<file path="config.mk">
export PLATFORM = sky130hd
export DESIGN_NAME = sram_cycle_ctrl
export DESIGN_NICKNAME = d
export VERILOG_FILES = /design/src/rtl/sram_cycle_ctrl.sv
export SDC_FILE = /design/constraint.sdc
export NUM_CORES = 2
export LEC_CHECK = 0
export BUFFER_PORTS_ARGS = -buffer_cell sky130_fd_sc_hd__buf_2
export CORE_UTILIZATION = 45
export DETAILED_ROUTE_END_ITERATION = 7
export HOLD_SLACK_MARGIN = 0.15
export PLACE_DENSITY = 0.66
export SLEW_MARGIN = 10
export SYNTH_ARGS = -nofsm -noshare
export SYNTH_HDL_FRONTEND = slang
export SYNTH_MEMORY_MAX_BITS = 65536
export SYNTH_SLANG_ARGS = --single-unit
</file>
<file path="constraint.sdc">
create_clock -name clk -period 2.6 [get_ports clk]
set_input_delay 0 -clock clk [delete_from_list [all_inputs] [get_ports clk]]
set_output_delay 0 -clock clk [all_outputs]
set_load 0.02 [all_outputs]
</file>
<file path="src/rtl/sram_cycle_ctrl.sv">
module sram_cycle_ctrl #(
  parameter int DEPTH = 256,
  localparam int AW = $clog2(DEPTH)
) (
  input  logic          clk,
  input  logic          rst_n,
  input  logic          burst_il,
  input  logic          ce1_n,
  input  logic          ce2,
  input  logic          ce3_n,
  input  logic          adsp_n,
  input  logic          adsc_n,
  input  logic          adv_n,
  input  logic          gw_n,
  input  logic          bwe_n,
  input  logic [1:0]    bw_n,
  input  logic          oe_n,
  input  logic [AW-1:0] addr,
  input  logic [17:0]   din,
  output logic [17:0]   dout,
  output logic          dq_oe
);

  logic          act_q, rd_q;
  logic [AW-1:0] cur_q;
  logic [1:0]    first_q, cnt_q;

  wire adsp_hit = !adsp_n && !ce1_n;
  wire adsc_hit = !adsc_n && !adsp_hit;
  wire strobe   = adsp_hit || adsc_hit;
  wire chip_sel = !ce1_n && ce2 && !ce3_n;
  wire start    = strobe && chip_sel;
  wire desel    = strobe && !chip_sel;
  wire carry    = !strobe && act_q;

  wire [1:0] lane_we = {2{!gw_n}} | ({2{!bwe_n}} & ~bw_n);
  wire       wr_req  = |lane_we;
  wire       wr_fire = (start && adsc_hit && wr_req) || (carry && wr_req);

  wire [1:0] cnt_nx = cnt_q + {1'b0, !adv_n};
  logic [1:0]    low_nx;
  logic [AW-1:0] cyc_addr;

  always_comb begin
    low_nx   = burst_il ? (first_q ^ cnt_nx) : (first_q + cnt_nx);
    cyc_addr = start ? addr : {cur_q[AW-1:2], low_nx};
  end

  always_ff @(posedge clk or negedge rst_n) begin
    if (!rst_n) begin
      act_q   <= 1'b0;
      rd_q    <= 1'b0;
      cur_q   <= '0;
      first_q <= '0;
      cnt_q   <= '0;
    end else if (start) begin
      act_q   <= 1'b1;
      rd_q    <= !(adsc_hit && wr_req);
      cur_q   <= addr;
      first_q <= addr[1:0];
      cnt_q   <= '0;
    end else if (desel) begin
      act_q <= 1'b0;
      rd_q  <= 1'b0;
    end else if (carry) begin
      rd_q  <= !wr_req;
      cur_q <= cyc_addr;
      cnt_q <= cnt_nx;
    end else begin
      rd_q <= 1'b0;
    end
  end

  logic [8:0] rd_lane [2];

  for (genvar b = 0; b < 2; b++) begin : g_lane
    logic [8:0] store [DEPTH];
    always_ff @(posedge clk)
      if (wr_fire && lane_we[b])
        store[cyc_addr] <= {din[16+b], din[8*b +: 8]};
    assign rd_lane[b] = store[cur_q];
  end

  assign dout  = {rd_lane[1][8], rd_lane[0][8], rd_lane[1][7:0], rd_lane[0][7:0]};
  assign dq_oe = !oe_n && rd_q;

  p_start_addr_r1: assert property (@(posedge clk) disable iff (!rst_n)
    start |=> (cur_q == $past(addr)));

  p_adsp_read_r3: assert property (@(posedge clk) disable iff (!rst_n)
    (start && adsp_hit) |=> (dq_oe == !oe_n));

  p_desel_hiz_r8: assert property (@(posedge clk) disable iff (!rst_n)
    desel |=> !dq_oe);

  p_write_hiz_r9: assert property (@(posedge clk) disable iff (!rst_n)
    wr_fire |=> !dq_oe);

  p_oe_gate_r9: assert property (@(posedge clk) disable iff (!rst_n)
    oe_n |-> !dq_oe);

  p_suspend_hold_r7: assert property (@(posedge clk) disable iff (!rst_n)
    (carry && adv_n) |=> $stable(cur_q));

endmodule

</file>
==> impl_metrics.env <==
export IMPL_route_vias_total=96400
export IMPL_cts_num_sinks=4622
export IMPL_yosysWarnings=0
export IMPL_peakVddDrop_uv=681
export IMPL_max_cap_viol_count=0
export IMPL_fp_dieW_um=635
export IMPL_area_delta_synth_final_pct=20.6
export IMPL_crit_chain="buf_12 -> buf_6 -> buf_12 -> buf_6 -> mux4_2 -> o221ai_2 -> o211ai_1 -> nand4_1 -> buf_4 -> a211oi_4 -> buf_6"
export IMPL_drv_slew=0
export IMPL_arrival_ns=4.68
export IMPL_firstDrtPassIters=6
export IMPL_grt_pass1_wl_um=701000
export IMPL_clockRootBuffer="clkbuf_16"
export IMPL_drcViolationCount=0
export IMPL_setup_viol=4627
export IMPL_seq_area_frac_synth=0.769
export IMPL_critPathKind="reg2out"
export IMPL_layout_area_seq_mm2=0.139
export IMPL_io_pins=59
export IMPL_skew_ns=0.0899
export IMPL_cpPeakStageDelay_ns=0.56
export IMPL_r2r_end="g_lane[0].store[242][1]"
export IMPL_grt_overflow=0
export IMPL_htree_levels=5
export IMPL_drt_iter0_markers=13100
export IMPL_max_slew_margin=0.167
export IMPL_syn_instance_count=8690
export IMPL_grt_usage=0.239
export IMPL_crit_path_end_kind="primary output"
export IMPL_synth_edff_count=4608
export IMPL_fin_crit_ns=4.68
export IMPL_cts_buffer_depth=4
export IMPL_multi_input_area_mm2=0.0404
export IMPL_crit_path_start_kind="flop"
export IMPL_layout_setup_ws_ns=-2.08
export IMPL_hold_path_class="in2reg"
export IMPL_hold_viol_final=0
export IMPL_worstMarginPinSlew_ns=1.24
export IMPL_r2r_start="cnt_q[0]"
export IMPL_nFillCells=29400
export IMPL_drive_above_1_share=0.330
export IMPL_worstPathRequired_ns=2.60
export IMPL_wire_per_inst_um=31.1
export IMPL_synth_cell_area_mm2=0.180
export IMPL_wl_um=495000
export IMPL_path_max_fanout=8
export IMPL_numPortBuffers=58
export IMPL_syn_avg_cell_area_um2=20.8
export IMPL_yosysUniqueCellTypes=68
export IMPL_final_nets=10300
export IMPL_dpl_hpwl_um=315000
export IMPL_core_mm2=0.399
export IMPL_hold_end="g_lane[0].store[128][4]"
export IMPL_fin_util=0.545
export IMPL_design_die_area_mm2=0.403
export IMPL_antenna_found_initial=27
export IMPL_synth_seq_cells=4622
export IMPL_crit_family="buffers and inverters"
export IMPL_initial_core_util=0.452
export IMPL_reg2reg_depth=12
export IMPL_grt_max_degree=81
export IMPL_status="finished with violations"
export IMPL_slowest_stage="nand4_1"
export IMPL_async_flop_share=0.00303
export IMPL_die_h_um=635
export IMPL_syn_nets=8732
export IMPL_ys_top_cells_by_area="edfxtp_1, mux4_2, mux2i_1, o221ai_1, nor2_1"
export IMPL_grt_pass1_vias=96100
export IMPL_crit_buf_inv=6
export IMPL_leakage_nw=72.2
export IMPL_crit_top_cell="buf_6"
export IMPL_clock_latency_ns=1.01
export IMPL_yosys_most_used_dff="edfxtp_1"
export IMPL_fmax_mhz=214
export IMPL_hp_start="din[4]"
export IMPL_synth_largest_area_cell="edfxtp_1"
export IMPL_yosysTopAreaCellShare=0.767
export IMPL_whs_ns=0.141
export IMPL_cts_buffers_inserted=445
export IMPL_vias_per_cell=6.07
export IMPL_rsz0062_at_grt="yes"
export IMPL_path_clk_slew_ns=0.06
export IMPL_cts_tree="done"
export IMPL_gp_congestion=0.886
export IMPL_hold_depth=2
export IMPL_violations="setup timing"
export IMPL_r2r_slack_ns=-0.83
export IMPL_core_rowCount=232
export IMPL_power_density_mw_per_mm2=925
export IMPL_drtAntennaViolNets=0
export IMPL_post_route_period_util=1.80
==> stage by stage <==
stage / setup WS, ns / total power [mW] / TNS, ns / std cells / area [µm²]
floorplan: -0.0823 / 112 / -223.27 / 8690 / 180000
global placement: -1.56 / 131 / -2134.64 / 14800 / 197000
detailed placement: -1.54 / 131 / -2287.43 / 14800 / 197000
CTS: -2.08 / 199 / -1822.04 / 15800 / 215000
global route: -2.02 / 206 / -2583.43 / 15900 / 218000
finish: -2.08 / 201 / -2250.57 / 15900 / 218000
==> routing by layer <==
layer | share of wire | global-route usage | vias to the layer above
met2 | 0.47 | 0.376 | 5479
met3 | 0.10 | 0.0437 | 836
met5 | 0.000081 | 0 | -
li1 | - | - | 39400
met1 | 0.39 | 0.342 | 50700
met4 | 0.035 | 0.0773 | 6
==> state kept, by name, indices dropped and copies added (netlist names) <==
| signal | flops |
|---|---|
| g_lane.store | 4608 |
| first_q | 2 |
| cur_q | 8 |
| cnt_q | 2 |
| act_q | 1 |
| rd_q | 1 |
==> repair_timing <==
| action | in CTS | in global routing |
|---|---|---|
| setup endpoints to repair | 4627 | 4629 |
| hold buffers | 69 | 1 |
| resized for setup | 403 | 278 |
| cloned | 14 | 6 |
| endpoints found under the hold margin | 4642 | 6 |
| buffers inserted | 87 | 94 |
| pin swaps | 93 | 101 |
==> cells in the final DEF, fill, tap and decap left out, drive strengths merged, types with 6 or more instances in the layout <==
master and instances:
dlygate4sd3 64, o31ai 12, a211oi 34, clkbuf 555
clkinvlp 26, o21ai 98, o221ai 255, a31oi 9
mux4 902, nand4 9, edfxtp 4608, nand2b 9
bufinv 54, and3 20, nor3b 10, a2111oi 16
o21a 14, nor4 14, mux2i 723, nor2b 9
inv 25, nor3 113, clkinv 194, dfrtp 14
diode 10, and2 6, mux2 19, nor2 575
nand3 24, a21oi 196, nand2 202, a221oi 10
o22ai 131, a22oi 48, buf 1566
==> cells by family after synthesis <==
family	count (synthesis)	synth area share
AOI/OAI and AO/OA	854	0.0328
xor gates and xnor gates	3	0.000146
adders and majority gates	2	0.000139
buffers and inverters	557	0.0196
DFF	4622	0.769
muxes	1644	0.154
and+or+nand+nor	1008	0.0239
==> cells in the mapped netlist, drive strengths merged, types with 10 or more instances <==
library cell / n
a2111oi: 16
a211oi: 34
a21oi: 196
a221oi: 10
a22oi: 48
and3: 20
buf: 383
clkbuf: 160
dfrtp: 14
edfxtp: 4608
inv: 11
mux2: 19
mux2i: 723
mux4: 902
nand2: 202
nand3: 24
nor2: 575
nor3: 113
nor3b: 10
nor4: 14
o21a: 14
o21ai: 98
o221ai: 255
o22ai: 131
o31ai: 12
==> worst max path at each step <==
stage	from	to	slack (ns)	depth (start not counted)
floorplan	cnt_q[0]	g_lane[1].store[204][0]	-0.08	10
global placement	cur_q[0]	dout[2]	-1.56	11
detailed placement	cur_q[0]	dout[2]	-1.54	10
CTS	cur_q[0]	dout[2]	-2.08	12
global route	cur_q[0]	dout[2]	-2.02	11
finish	cur_q[0]	dout[2]	-2.08	11
==> power breakdown <==
part	leakage [nW]	internal (mW)	switching (mW)
Combinational	23.5	24.7	29.3
Clock	7.07	37.2	27.8
Sequential	41.6	82.0	0.111
Total	72.2	144	57.2
==> worst reg2reg max path, cell delays in order, from the launching register on <==
cell and delay (ns):
dfrtp_1 0.41, ha_4 0.29, ha_4 0.13, nand2b_4 0.06
xnor2_2 0.18, xnor2_1 0.14, mux2i_1 0.13, buf_4 0.19
nor2_2 0.12, buf_6 0.17, nand2_4 0.08, buf_12 0.18
nor2_1 0.93
==> final cells by class <==
cell class                 instances  area share
timing repair buffer            1655      0.0791
antenna                           10    0.000115
tap                             5265      0.0303
clock inverter                   286      0.0133
inverter                          13    0.000305
sequential                      4622       0.638
multi-input combinational       3511       0.186
clock buffer                     534      0.0535
(Power assumes the default switching activity.)
